$ cat src/rtl/tape_regs_pkg.sv
package tape_regs_pkg;

    localparam int WORD_W   = 16;
    localparam int ERR_BASE = 9;
    localparam int SEL_IDX  = 2;
    localparam int ILO_IDX  = 3;

    typedef enum logic [2:0] {
        FN_STOP_ALL = 3'd0,
        FN_STOP_SEL = 3'd1,
        FN_RD_MARK  = 3'd2,
        FN_RD_ALL   = 3'd3,
        FN_RD_DATA  = 3'd4,
        FN_WR_TMARK = 3'd5,
        FN_WR_DATA  = 3'd6,
        FN_WR_ALL   = 3'd7
    } tfunc_e;

    typedef enum logic {
        ST_IDLE = 1'b0,
        ST_RUN  = 1'b1
    } xstate_e;

endpackage

$ cat src/rtl/tape_err_bank.sv
module tape_err_bank #(
    parameter int NERR = 7
) (
    input  logic            clk,
    input  logic            rst_n,
    input  logic            clr,
    input  logic [NERR-1:0] set_pulse,
    output logic [NERR-1:0] err_q,
    output logic            err_any
);

    for (genvar i = 0; i < NERR; i++) begin : g_flop
        always_ff @(posedge clk) begin
            if (!rst_n)
                err_q[i] <= 1'b0;
            else if (set_pulse[i])
                err_q[i] <= 1'b1;
            else if (clr)
                err_q[i] <= 1'b0;
        end
    end

    assign err_any = |err_q;

endmodule

$ cat src/rtl/tape_motion_fsm.sv
module tape_motion_fsm
    import tape_regs_pkg::*;
#(
    parameter int UNIT_W = 3
) (
    input  logic                   clk,
    input  logic                   rst_n,
    input  logic                   cmd_wr,
    input  tfunc_e                 func_next,
    input  logic [UNIT_W-1:0]      unit_next,
    input  logic                   sel_blk,
    input  logic                   ilo_pulse,
    input  logic                   op_done,
    output logic [(1<<UNIT_W)-1:0] unit_run,
    output logic                   busy
);

    localparam int NUNITS = 1 << UNIT_W;

    xstate_e           state_q, state_n;
    logic [NUNITS-1:0] run_q, run_n;

    always_ff @(posedge clk) begin
        if (!rst_n) begin
            state_q <= ST_IDLE;
            run_q   <= '0;
        end else begin
            state_q <= state_n;
            run_q   <= run_n;
        end
    end

    always_comb begin
        state_n = state_q;
        run_n   = run_q;
        if (cmd_wr) begin
            if (func_next == FN_STOP_ALL) begin
                run_n   = '0;
                state_n = ST_IDLE;
            end else if (!sel_blk) begin
                if (func_next == FN_STOP_SEL) begin
                    run_n[unit_next] = 1'b0;
                    state_n          = ST_IDLE;
                end else begin
                    run_n[unit_next] = 1'b1;
                    state_n          = ST_RUN;
                end
            end
        end else begin
            unique case (state_q)
                ST_IDLE: state_n = ST_IDLE;
                ST_RUN:  if (op_done) state_n = ST_IDLE;
                default: state_n = ST_IDLE;
            endcase
        end
        if (ilo_pulse) begin
            run_n[unit_next] = 1'b0;
            state_n          = ST_IDLE;
        end
    end

    always_comb begin
        busy     = (state_q == ST_RUN);
        unit_run = run_q;
    end

endmodule

$ cat src/rtl/tape_regs_top.sv
module tape_regs_top
    import tape_regs_pkg::*;
#(
    parameter int UNIT_W = 3,
    parameter int NERR   = 7
) (
    input  logic                   clk,
    input  logic                   rst_n,
    input  logic [1:0]             reg_sel,
    input  logic                   wr_en,
    input  logic                   rd_en,
    input  logic [1:0]             byte_en,
    input  logic [WORD_W-1:0]      wdata,
    output logic [WORD_W-1:0]      rdata,
    input  logic [NERR-1:0]        err_pulse,
    input  logic                   op_done,
    output logic [(1<<UNIT_W)-1:0] unit_run,
    output logic                   busy,
    output logic [2:0]             cur_func,
    output logic [UNIT_W-1:0]      cur_unit,
    output logic                   irq
);

    localparam int PAD_W = 7 - UNIT_W;

    tfunc_e              func_q, func_next;
    logic [UNIT_W-1:0]   unit_q, unit_next;
    logic                ie_q, done_q, done_n;
    logic [WORD_W-1:0]   data_q;
    logic                cmd_wr, go_wr, err_clr, sel_blk, ilo_pulse;
    logic                data_wr, data_rd, err_any;
    logic [NERR-1:0]     err_q;
    logic [WORD_W-1:0]   cmd_view, stat_view;
    logic                unused_bits;

    assign unused_bits = ^{wdata[14:11], wdata[7], wdata[5:4]};

    assign cmd_wr    = wr_en && (reg_sel == 2'd0) && (|byte_en);
    assign go_wr     = cmd_wr && byte_en[0] && wdata[0];
    assign err_clr   = go_wr || (cmd_wr && byte_en[1] && !wdata[15]);
    assign func_next = (cmd_wr && byte_en[0]) ? tfunc_e'(wdata[3:1]) : func_q;
    assign unit_next = (cmd_wr && byte_en[1]) ? wdata[8 +: UNIT_W] : unit_q;
    assign sel_blk   = err_q[SEL_IDX] && !err_clr;
    assign ilo_pulse = err_pulse[ILO_IDX];
    assign data_wr   = wr_en && (reg_sel == 2'd2);
    assign data_rd   = rd_en && (reg_sel == 2'd2);

    tape_err_bank #(.NERR(NERR)) err_i (
        .clk       (clk),
        .rst_n     (rst_n),
        .clr       (err_clr),
        .set_pulse (err_pulse),
        .err_q     (err_q),
        .err_any   (err_any)
    );

    tape_motion_fsm #(.UNIT_W(UNIT_W)) fsm_i (
        .clk       (clk),
        .rst_n     (rst_n),
        .cmd_wr    (cmd_wr),
        .func_next (func_next),
        .unit_next (unit_next),
        .sel_blk   (sel_blk),
        .ilo_pulse (ilo_pulse),
        .op_done   (op_done),
        .unit_run  (unit_run),
        .busy      (busy)
    );

    always_comb begin
        done_n = done_q;
        if (op_done && !done_q)
            done_n = 1'b1;
        if (data_wr && (func_q == FN_RD_ALL || func_q == FN_WR_ALL ||
                        func_q == FN_WR_TMARK))
            done_n = 1'b0;
        if (data_rd && func_q == FN_RD_ALL)
            done_n = 1'b0;
        if (go_wr)
            done_n = 1'b0;
    end

    always_ff @(posedge clk) begin
        if (!rst_n) begin
            func_q <= FN_STOP_ALL;
            unit_q <= '0;
            ie_q   <= 1'b0;
            done_q <= 1'b1;
            data_q <= '0;
        end else begin
            func_q <= func_next;
            unit_q <= unit_next;
            done_q <= done_n;
            if (cmd_wr && byte_en[0])
                ie_q <= wdata[6];
            if (data_wr && byte_en[0])
                data_q[7:0] <= wdata[7:0];
            if (data_wr && byte_en[1])
                data_q[15:8] <= wdata[15:8];
        end
    end

    assign cmd_view  = {err_any, {PAD_W{1'b0}}, unit_q, done_q, ie_q,
                        2'b00, func_q, 1'b0};
    assign stat_view = {err_q, {ERR_BASE{1'b0}}};

    always_comb begin
        unique case (reg_sel)
            2'd0:    rdata = cmd_view;
            2'd1:    rdata = stat_view;
            2'd2:    rdata = data_q;
            default: rdata = '0;
        endcase
    end

    assign irq      = done_q && ie_q;
    assign cur_func = func_q;
    assign cur_unit = unit_q;

endmodule

$ cat config.mk
export PLATFORM = sky130hd
export DESIGN_NAME = tape_regs_top
export DESIGN_NICKNAME = d
export VERILOG_FILES = /design/src/rtl/tape_regs_pkg.sv /design/src/rtl/tape_err_bank.sv /design/src/rtl/tape_motion_fsm.sv /design/src/rtl/tape_regs_top.sv
export SDC_FILE = /design/constraint.sdc
export NUM_CORES = 1
export LEC_CHECK = 0
export BUFFER_PORTS_ARGS = -buffer_cell sky130_fd_sc_hd__buf_2
export CORE_MARGIN = 3
export CORE_UTILIZATION = 56
export DETAILED_ROUTE_END_ITERATION = 10
export GPL_TIMING_DRIVEN = 0
export PLACE_DENSITY = 0.95
export SKIP_CTS_REPAIR_TIMING = 1
export SLEW_MARGIN = 25
export SYNTH_ARGS = -nofsm -noshare
export SYNTH_HDL_FRONTEND = slang
export SYNTH_HIERARCHICAL = 1
export SYNTH_SLANG_ARGS = --single-unit
$ cat constraint.sdc
create_clock -name clk -period 5.25 [get_ports clk]
set_input_delay 0.2625 -clock clk [delete_from_list [all_inputs] [get_ports clk]]
set_output_delay 0.2625 -clock clk [all_outputs]
set_load 0.02 [all_outputs]
Word level (Yosys, flattened, before mapping)
Cells that the tools add are included.
- register bits after elaboration: 40
- input bits: 32
- output and inout port bits: 32
- logic and storage cells: 93
- $lt $le $gt $ge: 2
- equality and inequality tests: 7
- muxes and demuxes: 28
- bitwise gates (word level): 6
- reduce and logical (&&, ||, !) cells: 35
- operators with widths (cell ; number):
    16-bit case mux with 3 select lines ; 1
    8-bit 2-to-1 mux ; 5
    1-bit 2-to-1 mux ; 18
    8-bit AND ; 2
    1-bit logical AND ; 16
    2-bit nonzero test ; 7
    8-bit inverter ; 1
    8-bit OR ; 1
    7-bit OR reduction ; 1
    3-bit equality test, second input constant ; 2
    3-bit 2-to-1 mux ; 2
    3-bit by 4-bit < comparator with 1-bit output, second input constant ; 1
    4-bit nonzero test ; 1
    2-bit OR reduction ; 2
    1-bit demux with 3-bit select ; 1
    3-bit by 1-bit equality test with 1-bit output, second input constant ; 1
    3-bit by 2-bit equality test with 1-bit output, second input constant ; 1
    3-bit by 1-bit >= comparator with 1-bit output, second input constant ; 1
    1-bit zero test ; 3
    3-bit zero test ; 1
    1-bit logical OR ; 3
    3-bit != test, second input constant ; 1
    2-bit by 1-bit equality test with 1-bit output, second input constant ; 1
    2-bit equality test, second input constant ; 1
    other kinds (3) ; 4

Longest topological paths before layout
Gate-level depths: netlist (run 1).
- depth after elaboration: 17
- gate-level depth with buffers: 9
- depth with buffers taken out: 6

Hierarchy
The synthesis (run 1) kept the hierarchy.
- modules (own cells, without submodules) (module ; times used ; cells an instance ; area each (µm²) ; seq. area each (µm²)):
    tape_regs_top ; 1 ; 145 ; 1256.2 ; 480.5
    tape_motion_fsm ; 1 ; 79 ; 703.2 ; 180.2
    tape_err_bank ; 1 ; 24 ; 251.5 ; 140.1

Least setup slack after synthesis (run 1)
No wires, ideal clock.
- path kind: in2reg
- start point: in reg_sel[1]
- end point: reg fsm_i.run_q[5] (netlist: fsm_i/unit_run[5])
- setup time: 143 ps
- arrival time: 1837 ps
- required time: 5107 ps
- slack: 3270 ps
- stages: 7
- buffers on the path: 2
- path through: buf_2 nor4bb_1 buf_4 mux2_4 o21a_1 nor4bb_1 a221oi_1
- elaborated cells on any way between the ends: 28
- classes of those cells: order compare: 2; eq/ne: 1; mux: 9; bitwise: 4; reduce/logical: 12
- RTL lines (what ; line ; text):
    start: declaration ; tape_regs_top.sv:9 ; input logic [1:0] reg_sel,
    2-bit zero test (*) ; tape_regs_top.sv:38 ; assign cmd_wr = wr_en && (reg_sel == 2'd0) && (|byte_en);
    1-bit logical AND (*) (2 in series) ; tape_regs_top.sv:38 ;
    1-bit logical AND (*) ; tape_regs_top.sv:41 ; assign func_next = (cmd_wr && byte_en[0]) ? tfunc_e'(wdata[3:1]) : func_q;
    3-bit 2-to-1 mux (*) ; tape_regs_top.sv:41 ;
    via func_next[2] ; tape_regs_top.sv:26 ; tfunc_e func_q, func_next;
    3-bit by 1-bit equality test with 1-bit output ; tape_motion_fsm.sv:41 ; if (func_next == FN_STOP_SEL) begin
    8-bit 2-to-1 mux ; tape_motion_fsm.sv:41 ;
    8-bit 2-to-1 mux ; tape_motion_fsm.sv:40 ; end else if (!sel_blk) begin
    8-bit 2-to-1 mux (*) ; tape_motion_fsm.sv:37 ; if (func_next == FN_STOP_ALL) begin
    8-bit 2-to-1 mux (*) ; tape_motion_fsm.sv:36 ; if (cmd_wr) begin
    8-bit AND (no source line) ; n/a ;
    8-bit 2-to-1 mux (*) ; tape_motion_fsm.sv:56 ; if (ilo_pulse) begin
    end signal: assignment ; tape_motion_fsm.sv:29 ; run_q <= run_n;
    end: declaration ; tape_motion_fsm.sv:21 ; logic [NUNITS-1:0] run_q, run_n;
The timed path passes the listed nets; every way through them passes the cells marked *.
A chain may end at the register's enable or synchronous reset.

Final worst setup path (run 1)
- start point: in reg_sel[1]
- end point: reg fsm_i.run_q[7] (netlist: fsm_i/unit_run[7])
- word-level cells in the longest chain between the ends: 17
- elaborated cells on any way between the ends: 28
- classes of those cells: order compare: 2; eq/ne: 1; mux: 9; bitwise: 4; reduce/logical: 12
- RTL lines (what ; line ; text):
    2-bit zero test (*) ; tape_regs_top.sv:38 ;
    1-bit logical AND (*) (2 in series) ; tape_regs_top.sv:38 ;
    via cmd_wr ; tape_regs_top.sv:30 ; logic cmd_wr, go_wr, err_clr, sel_blk, ilo_pulse;
    1-bit logical AND ; tape_regs_top.sv:40, tape_regs_top.sv:42 ;
    3-bit 2-to-1 mux ; tape_regs_top.sv:42 ; assign unit_next = (cmd_wr && byte_en[1]) ? wdata[8 +: UNIT_W] : unit_q;
    3-bit by 4-bit < comparator with 1-bit output (implied by the code) / 3-bit by 1-bit >= comparator with 1-bit output (equally long branches) ; tape_motion_fsm.sv:42, tape_motion_fsm.sv:45, tape_motion_fsm.sv:57 ;
    1-bit logical AND (implied by the code) ; tape_motion_fsm.sv:42, tape_motion_fsm.sv:45, tape_motion_fsm.sv:57 ;
    1-bit 2-to-1 mux (implied by the code) ; tape_motion_fsm.sv:42, tape_motion_fsm.sv:45, tape_motion_fsm.sv:57 ;
    1-bit demux with 3-bit select ; n/a ;
    8-bit inverter (no source line) ; n/a ;
    8-bit AND (no source line) ; n/a ;
    8-bit 2-to-1 mux ; tape_motion_fsm.sv:41 ;
    8-bit 2-to-1 mux ; tape_motion_fsm.sv:40 ;
    8-bit 2-to-1 mux ; tape_motion_fsm.sv:37 ;
    8-bit 2-to-1 mux ; tape_motion_fsm.sv:36 ;
    8-bit AND (no source line) ; n/a ;
    8-bit 2-to-1 mux (*) ; tape_motion_fsm.sv:56 ;
Marked as above.

==> summary.md, run 1 <==
| Metric | Value |
|---|---|
| Outcome | `completed` |
| Nets@finish | `348` |
| Global Route Usage Sum | `0.250` |
| Vias in the first global route | `2041` |
| Sw Ratio | `0.233` |
| Arr. time, crit path | `2300 ps` |
| Initial antenna violation count | `0` |
| Critical Path Source Type | `input port` |
| Setup TNS | `0 ps` |
| Pin count of the biggest net entering global routing | `19` |
| Crit share post-route | `0.401` |
| Final setup viols | `0` |
| Final worst path period need | `2100 ps` |
| Sequential power share | `0.470` |
| H-tree depth | `2` |
| Clock sink total | `40` |
| Detail Placement HPWL | `4.16 mm` |
| Mapped cell area | `2210 µm²` |
| Seq/Total Area, Yosys | `0.362` |
| Die width | `68.8 µm` |
| Slew @ Worst Pin | `956 ps` |
| Row count | `22` |
| Die Area | `4740 µm²` |
| Layout cells sized above 1 | `0.297` |
| Clk pwr share | `0.399` |
| Leading cell types in the layout, fill and taps excluded | `buf_2, nand2_1, dfxtp_1` |
| WS Path Type | `input port to register` |
| Net count after synthesis | `280` |
| Combinational share of power | `0.131` |
| Initial Util | `0.591` |
| Synth top area share | `0.362` |
| Final Hold Fails | `0` |
| Number of max-cap violations | `0` |
| Final Skew | `4.88 ps` |
| Iter 0 DRT Violations | `184` |
| Worst endpoint required time | `5450 ps` |
| Pleak | `1.12 nW` |
| TritonCTS buffer count | `5` |
| Area delta synth->final | `22.2%` |
| WL/cell | `15.2 µm` |
| Sw power | `157 µW` |
| Synth Register Bits | `40` |
| TritonRoute pass-1 iters | `4` |
| Asr flop ratio synth | `0` |
| Worst min-delay path category | `input port to register` |
| Core footprint | `3740 µm²` |
| Crit-path max FO | `10` |
| Routed via count | `2102` |
| Synth area leader | `dfxtp_1` |
| Multi-input gate area | `1290 µm²` |
| Max_slew headroom | `0.354` |
| Most common cell after layout, fill and taps aside | `buf_2` |
| CP Capture Type | `register` |
| Worst-skew pair later-pin latency | `290 ps` |
| CTS clock-pin slew for the worst setup and hold paths | `80 ps` |
| RSZ-0062 raised after global routing | `false` |
| Vias per cell | `5.76` |
| Ports | `64` |
| Synth area leaders | `dfxtp_1, nand2_1, a21boi_0` |
| Avg Cell Area, Syn | `8.91 µm²` |
| Max VDD drop | `0.168 mV` |
| PwrDens | `250 nW/µm²` |
| Clk buf depth | `2` |
| DRC Markers | `0` |
| Die Ht | `68.8 µm` |
| Layout fillers | `291` |
| First-pass GRT wire length | `8.90 mm` |
| Post-synthesis cell count | `248` |
| GPL Wtd Cong | `0.859` |
| Final Max Tran Viols | `0` |
| Max Fclk | `475 MHz` |
| Hold WS | `174 ps` |
| Yosys cell types | `44` |
| Total Power | `675 µW` |
| Reg area | `801 µm²` |
| P_int | `518 µW` |
| Primary FF master, synth | `dfxtp_1` |
| Ant diodes | `0` |
| Clock root cell | `clkbuf_8` |
| Grt ovf | `0` |
| Post-synth EDFFs | `0` |
| IO buf count | `61` |
| CTS tree | `done` |
| ANT nets after route | `0` |
| Total routed wirelength | `5.55 mm` |
| Yosys synthesis warning count | `6` |
==> worst max-delay path, stage by stage <==
cell and delay (ps):
buf_2 150, buf_2 230, nor4b_1 870, o21a_1 380, nor4bb_1 130, a221oi_1 280
==> synth_stat cells (all sizes together) (2+ instances only) <==
master,instances
a2111oi,2
a21boi,16
a21oi,7
a221oi,4
a22o,4
and2,10
and4b,3
and4bb,3
buf,10
clkbuf,6
dfxtp,40
inv,6
mux2,6
mux2i,10
nand2,43
nand2b,3
nand3,3
nand4b,3
nor2,7
nor2b,10
nor4,2
nor4b,5
nor4bb,3
o2111ai,4
o21a,12
o21ai,17
==> path summary, 6_finish.rpt <==
kind | startpoint | endpoint | slack (ps) | cells after the start
worst max-delay path | reg_sel[1] | fsm_i/unit_run[7]$_SDFF_PN0_ | 3150 | 6
worst min-delay path | err_pulse[4] | err_i/err_q[4]$_SDFFE_PN0P_ | 170 | 2
worst max register to register | cur_func[2]$_SDFF_PN0_ | fsm_i/unit_run[5]$_SDFF_PN0_ | 3550 | 4
worst min register to register | data_q[4]$_SDFFE_PN0P_ | data_q[4]$_SDFFE_PN0P_ | 470 | 2
==> layer usage <==
metal / track usage / vias to the layer above / share of wire
met5: 0 / - / 0
met4: 0.0949 / 0 / 0.014
met3: 0.0729 / 13 / 0.082
met2: 0.427 / 92 / 0.48
met1: 0.294 / 964 / 0.42
li1: - / 1033 / -
==> cell families after synthesis <==
group	Yosys count	synth area share
compound gates	71	0.230
buf+inv	22	0.0521
flops	40	0.362
mux	16	0.0860
simple gates	99	0.269
==> layout make-up <==
| cell class | instances | area share |
|---|---|---|
| Inverter | 6 | 0.00833 |
| Timing Repair Buffer | 61 | 0.113 |
| Multi-Input combinational cell | 186 | 0.479 |
| Sequential cell | 40 | 0.296 |
| Buffer | 16 | 0.0343 |
| Clock inverter | 1 | 0.0111 |
| Tap cell | 48 | 0.0222 |
| Clock buffer | 7 | 0.0356 |
==> flip-flops by register name, indices dropped and copies added (netlist names) <==
signal          count
done_q              1
err_i/err_q         7
ie_q                1
fsm_i/busy          1
cur_unit            3
data_q             16
cur_func            3
fsm_i/unit_run      8
==> power by group through the flow <==
| stage | Clock, mW | Combinational [mW] | Sequential (mW) |
|---|---|---|---|
| global route | 0.287 | 0.0973 | 0.318 |
| detailed placement | 0 | 0.0876 | 0.324 |
| global placement | 0 | 0.0852 | 0.324 |
| finish | 0.269 | 0.0885 | 0.317 |
| floorplan | 0 | 0.0556 | 0.323 |
| CTS | 0.274 | 0.0880 | 0.317 |
==> metrics by stage <==
step            util  instance area (µm²)  worst slack [ps]  instances
3_5_place_dp   0.688                 2580              2840        357
3_3_place_gp   0.688                 2580              2900        357
4_1_cts        0.722                 2700              3160        365
5_1_grt        0.722                 2700              2880        365
6_report       0.722                 2700              3150        365
2_1_floorplan      -                 2210              3270        248
Note: power is estimated with default switching activity, not from simulation.
==> inputs of run 2 (changes only) <==
CORE_UTILIZATION = 47   (was 56)
PLACE_DENSITY = 0.86   (was 0.95)
clock period = 1.71 ns   (was 5.25 ns; I/O delays follow)
==> summary.md, run 2 (synthesized netlist as in run 1, its figures left out) <==
| Metric | Value |
|---|---|
| Outcome | `complete, but fails checks (was completed)` |
| Failing checks | `negative hold slack` |
| Max Fclk | `610 MHz` |
| Die Area | `5560 µm² (was 4740 µm²)` |
| Min-delay src | `err_pulse[5] (was err_pulse[4])` |
| Max VDD drop | `0.524 mV (was 0.168 mV)` |
| WS Path Type | `input port to register (unchanged)` |
| Nets@finish | `351 (was 348)` |
| Crit share post-route | `0.959` |
| Clock root cell | `clkbuf_8 (unchanged)` |
| Multi-input gate area | `1340 µm² (was 1290 µm²)` |
| Worst setup path start | `reg_sel[0] (was reg_sel[1])` |
| Area delta synth->final | `26.4% (was 22.2%)` |
| Worst endpoint required time | `1880 ps (was 5450 ps)` |
| Final Hold Fails | `1 (was 0)` |
| Arr. time, crit path | `1810 ps (was 2300 ps)` |
| CTS clock-pin slew for the worst setup and hold paths | `80 ps (about the same)` |
| Final instance area | `2790 µm² (was 2700 µm²)` |
| Layout cells sized above 1 | `0.313 (was 0.297)` |
| Vias in the first global route | `1968 (was 2041)` |
| Worst-skew pair later-pin latency | `290 ps (about the same)` |
| Max reg flops | `16 (unchanged)` |
| WL met1 | `2.56 mm (was 2.34 mm)` |
| Highest routed layer | `met4 (unchanged)` |
| CTS tree | `done (unchanged)` |
| TritonCTS buffer count | `5 (unchanged)` |
| Worst min-delay path category | `input port to register (unchanged)` |
| Final Max Tran Viols | `0 (unchanged)` |
| IO buf count | `61 (unchanged)` |
| Final worst path period need | `1640 ps` |
| Biggest register | `data_q (unchanged)` |
| PwrDens | `740 nW/µm² (was 250 nW/µm²)` |
| Ant diodes | `0 (unchanged)` |
| Critical Path Source Type | `input port (unchanged)` |
| Reg area | `801 µm² (unchanged)` |
| DRC Markers | `0 (unchanged)` |
| CP Capture Type | `register (unchanged)` |
| GPL Wtd Cong | `0.878 (was 0.859)` |
| TritonRoute pass-1 iters | `5 (was 4)` |
| WL/cell | `15.7 µm (was 15.2 µm)` |
| Layout fillers | `372 (was 291)` |
| First-pass GRT wire length | `9.40 mm (was 8.90 mm)` |
| RR Startpoint | `cur_unit[1]$_SDFF_PN0_ (was cur_func[2]$_SDFF_PN0_)` |
| Die width | `74.6 µm (was 68.8 µm)` |
| Iter 0 DRT Violations | `113 (was 184)` |
| Area after DPL | `2630 µm² (was 2580 µm²)` |
| Slew @ Worst Pin | `727 ps (was 956 ps)` |
| Grt ovf | `0 (unchanged)` |
| Ports | `64 (unchanged)` |
| ANT nets after route | `0 (unchanged)` |
| Leading cell types in the layout, fill and taps excluded | `buf_2, nand2_1, dfxtp_1 (unchanged)` |
| Number of max-cap violations | `0 (unchanged)` |
| WL met2 | `2.86 mm (was 2.69 mm)` |
| Pin count of the biggest net entering global routing | `19 (unchanged)` |
| Final Skew | `2.77 ps (was 4.88 ps)` |
| Total routed wirelength | `5.84 mm (was 5.55 mm)` |
| Row count | `24 (was 22)` |
| Detail Placement HPWL | `4.20 mm (was 4.16 mm)` |
| Global Route Usage Sum | `0.217 (was 0.250)` |
| Routed wl met3 | `359 µm (was 453 µm)` |
| Setup TNS | `0 ps (unchanged)` |
| H-tree depth | `2 (unchanged)` |
| Hold Path Depth | `2 (unchanged)` |
| Initial Util | `0.497 (was 0.591)` |
| Clk buf depth | `2 (unchanged)` |
| Initial antenna violation count | `0 (unchanged)` |
| Die Ht | `74.6 µm (was 68.8 µm)` |
| Most common cell after layout, fill and taps aside | `buf_2 (unchanged)` |
| Crit-path max FO | `9 (was 10)` |
| Final setup viols | `0 (unchanged)` |
| Core footprint | `4440 µm² (was 3740 µm²)` |
| Routed via count | `2140 (was 2102)` |
| Max_slew headroom | `0.510 (was 0.354)` |
| Hold WS | `-1.67 ps (was 174 ps)` |
| Vias per cell | `5.75 (was 5.76)` |
| Pleak | `1.13 nW (was 1.12 nW)` |
| Cell depth of the worst flop-to-flop path | `5 (was 4)` |
| Clock sink total | `40 (unchanged)` |
==> run 2: metal layers <==
metal	GRT usage	up-vias
met5	0	-
met4	0.0613	0
met3	0.0351	7
met2	0.359	67
met1	0.293	1029
li1	-	1037
==> run 2: power by group <==
part | leakage (nW) | internal, mW | switching (mW)
Combinational | 0.754 | 0.130 | 0.160
Sequential | 0.325 | 0.955 | 0.0187
Clock | 0.0548 | 0.440 | 0.364
==> run 2: layout make-up <==
class,instances,area share
multi-input combinational,186,0.481
sequential,40,0.287
timing repair buffer,64,0.123
buffer,16,0.0376
clock buffer,5,0.0246
tap,52,0.0233
clock inverter,3,0.0166
inverter,6,0.00806
==> run 2: worst paths after layout <==
path | slack (ps) | endpoint
max | 70 | fsm_i/unit_run[5]$_SDFF_PN0_
min | -2 | err_i/err_q[5]$_SDFFE_PN0P_
max reg2reg | 180 | fsm_i/unit_run[4]$_SDFF_PN0_
min reg2reg | 460 | data_q[5]$_SDFFE_PN0P_
==> run 2: stage by stage <==
step                power, mW  instances  setup slack, ps   util
global route             2.14        372          -0.0171  0.629
CTS                      2.07        369              131  0.618
detailed placement       1.27        361             -221  0.592
global placement         1.27        361             -143  0.592
finish                   2.07        372             70.7  0.629
floorplan                1.17        248             4.75      -
==> run 2: worst max-delay path, stage by stage <==
cell      delay, ps
buf_2           140
nor4bb_1        270
buf_4           190
buf_12          110
mux2_4          320
o21a_4          270
nor4bb_4        300
a221oi_1        110
==> inputs of run 3 (changes only) <==
CORE_UTILIZATION = 46   (was 47)
PLACE_DENSITY = 0.85   (was 0.86)
SYNTH_HIERARCHICAL = not set   (was 1)
==> summary.md, run 3 <==
| Metric | Value |
|---|---|
| Global Route Usage Sum | `0.223 (was 0.217)` |
| CP Capture Type | `output port (was register)` |
| Synth top area share | `0.372 (was 0.362)` |
| Seq/Total Area, Yosys | `0.372 (was 0.362)` |
| Max_slew headroom | `0.454 (was 0.510)` |
| Max Fclk | `631 MHz (was 610 MHz)` |
| Hold Path Depth | `3 (was 2)` |
| CTS tree | `done (unchanged)` |
| WS Path Type | `register to output port (was input port to register)` |
| Core footprint | `4440 µm² (unchanged)` |
| WL/cell | `15.7 µm (about the same)` |
| Post-Layout Cell Count | `384 (was 372)` |
| Pleak | `1.10 nW (was 1.13 nW)` |
| DRC Markers | `0 (unchanged)` |
| Crit share post-route | `0.926 (was 0.959)` |
| Clock sink total | `40 (unchanged)` |
| Worst path cell trace | `nor4_1, a21oi_1, nor2_1, o21ai_0, buf_2 (was buf_2, nor4bb_1, buf_4, buf_12, mux2_4, o21a_4, nor4bb_4, a221oi_1)` |
| TritonRoute pass-1 iters | `5 (unchanged)` |
| Asr flop ratio synth | `0 (unchanged)` |
| Largest stage delay, worst path | `390 ps (was 320 ps)` |
| Worst endpoint required time | `1620 ps (was 1880 ps)` |
| Arr. time, crit path | `1500 ps (was 1810 ps)` |
| Mapped cell area | `2150 µm² (was 2210 µm²)` |
| Row count | `24 (unchanged)` |
| Primary FF master, synth | `dfxtp_1 (unchanged)` |
| Grt ovf | `0 (unchanged)` |
| Final instance area | `2630 µm² (was 2790 µm²)` |
| Outcome | `completed (was complete, but fails checks)` |
| Crit-path max FO | `8 (was 9)` |
| Iter 0 DRT Violations | `121 (was 113)` |
| Vias in the first global route | `2100 (was 1968)` |
| Initial antenna violation count | `0 (unchanged)` |
| Final Skew | `3.66 ps (was 2.77 ps)` |
| Synth area leaders | `dfxtp_1, nand2_1, mux2i_1 (was dfxtp_1, nand2_1, a21boi_0)` |
| Worst min-delay path category | `input port to register (unchanged)` |
| Post-layout util | `0.592 (was 0.629)` |
| Leading cell types in the layout, fill and taps excluded | `buf_2, nand2_1, dfxtp_1 (unchanged)` |
| Layout fillers | `412 (was 372)` |
| Flop2flop setup slack | `130 ps (was 180 ps)` |
| Ant diodes | `0 (unchanged)` |
| Max reg flops | `16 (unchanged)` |
| H-tree depth | `2 (unchanged)` |
| Final setup viols | `0 (unchanged)` |
| Clk buf depth | `2 (unchanged)` |
| IO buf count | `61 (unchanged)` |
| Post-synthesis cell count | `264 (was 248)` |
| Most common cell after layout, fill and taps aside | `buf_2 (unchanged)` |
| Critical Path Source Type | `register (was input port)` |
| Placed cells | `377 (was 361)` |
| Total routed wirelength | `6.04 mm (was 5.84 mm)` |
| Max stage delay cell, worst path | `dfxtp_2 (was mux2_4)` |
| Detail Placement HPWL | `4.32 mm (was 4.20 mm)` |
| Number of max-cap violations | `0 (unchanged)` |
| Final worst path period need | `1580 ps (was 1640 ps)` |
| Vias per cell | `5.78 (was 5.75)` |
| ANT nets after route | `0 (unchanged)` |
| Total Power | `2.04 mW (was 2.07 mW)` |
| Slew @ Worst Pin | `812 ps (was 727 ps)` |
| Ports | `64 (unchanged)` |
| Reg area | `802 µm² (was 801 µm²)` |
| Layout cells sized above 1 | `0.250 (was 0.313)` |
| Routed via count | `2220 (was 2140)` |
| Nets@finish | `363 (was 351)` |
| Area after DPL | `2520 µm² (was 2630 µm²)` |
| Avg Cell Area, Syn | `8.15 µm² (was 8.91 µm²)` |
| Hold WS | `11.3 ps (was -1.67 ps)` |
| Die Area | `5530 µm² (was 5560 µm²)` |
| Yosys synthesis warning count | `0 (was 6)` |
| RSZ-0062 raised after global routing | `false` |
| Die Ht | `74.4 µm (was 74.6 µm)` |
| Max VDD drop | `0.378 mV (was 0.524 mV)` |
| Synth Register Bits | `40 (unchanged)` |
| TritonCTS buffer count | `5 (unchanged)` |
| PwrDens | `776 nW/µm² (was 740 nW/µm²)` |
| Post-synth EDFFs | `0 (unchanged)` |
| Dpl ws | `-42.2 ps (was -221 ps)` |
| Biggest register | `data_q (unchanged)` |
| Final Max Tran Viols | `0 (unchanged)` |
| Synth area leader | `dfxtp_1 (unchanged)` |
| Net count after synthesis | `296 (was 280)` |
| Cell depth of the worst flop-to-flop path | `5 (unchanged)` |
| Area delta synth->final | `22.3% (was 26.4%)` |
| Worst-skew pair later-pin latency | `300 ps (was 290 ps)` |
| Most frequent cells after synthesis | `nand2_1, dfxtp_1, a21oi_1 (was nand2_1, dfxtp_1, a21boi_0)` |
| Die width | `74.4 µm (was 74.6 µm)` |
| Yosys cell types | `50 (was 44)` |
| GPL Wtd Cong | `0.891 (was 0.878)` |
| Setup TNS | `0 ps (unchanged)` |
| Count leader, synth | `nand2_1 (unchanged)` |
| Initial Util | `0.484 (was 0.497)` |
| Final Hold Fails | `0 (was 1)` |
| CTS clock-pin slew for the worst setup and hold paths | `80 ps (about the same)` |
| Pin count of the biggest net entering global routing | `14 (was 19)` |
| Final worst setup slack | `126 ps (was 70.7 ps)` |
| First-pass GRT wire length | `9.53 mm (was 9.40 mm)` |
| Clock root cell | `clkbuf_8 (unchanged)` |
| Multi-input gate area | `1260 µm² (was 1340 µm²)` |
-- run 3: cell count changes after synthesis, sizes merged, moves of 4 or more --
| cell | before | now |
|---|---|---|
| a211oi | 0 | 6 |
| a221oi | 4 | 0 |
| a21oi | 7 | 17 |
| mux2 | 6 | 2 |
| a21boi | 16 | 23 |
| nor4b | 5 | 0 |
| o21a | 12 | 1 |
| buf | 10 | 5 |
| nand2 | 43 | 54 |
| nor2 | 7 | 14 |
-- run 3: path summary, 6_finish.rpt --
path	startpoint	end
setup / recovery	err_i.err_q[2]$_SDFFE_PN0P_	rdata[15]
hold / removal	err_pulse[6]	err_i.err_q[6]$_SDFFE_PN0P_
setup reg to reg	err_i.err_q[2]$_SDFFE_PN0P_	fsm_i.unit_run[7]$_SDFF_PN0_
hold reg to reg	data_q[14]$_SDFFE_PN0P_	data_q[14]$_SDFFE_PN0P_
-- run 3: kinds of logic (layout without fill, tap and decap cells) --
group | count (synthesis) | in the layout | synth area share
AO/OA/AOI/OAI | 82 | 82 | 0.267
AND/OR/NAND/NOR | 110 | 110 | 0.258
buffers and inverters | 19 | 87 | 0.0407
multiplexers | 13 | 13 | 0.0617
flip-flops | 40 | 40 | 0.372
-- run 3: critical path: cells and delay by family, from the launching register on --
family / cells / cell delay (ps)
flops: 1 / 390
simple gates: 2 / 400
compound gates: 2 / 210
buf+inv: 1 / 200
-- run 3: metal layers --
layer / track usage / vias up / wire length (µm)
li1: - / 1067 / -
met1: 0.267 / 1038 / 2470
met2: 0.384 / 97 / 3030
met3: 0.0419 / 18 / 381
met4: 0.101 / 0 / 159
met5: 0 / - / 0
-- run 3: cell type report --
cell class                 count  area share
multi-input combinational    205       0.480
sequential                    40       0.305
timing repair buffer          61       0.116
clock buffer                   5      0.0262
buffer                        13      0.0247
tap                           52      0.0247
clock inverter                 3      0.0162
inverter                       5     0.00714
-- run 3: report_power, final --
| part | switching, mW | leakage (nW) | internal (mW) | total [mW] |
|---|---|---|---|---|
| sequential | 0.0236 | 0.326 | 0.956 | 0.980 |
| clock | 0.350 | 0.0541 | 0.432 | 0.782 |
| combinational | 0.168 | 0.725 | 0.112 | 0.281 |
| total | 0.542 | 1.10 | 1.50 | 2.04 |
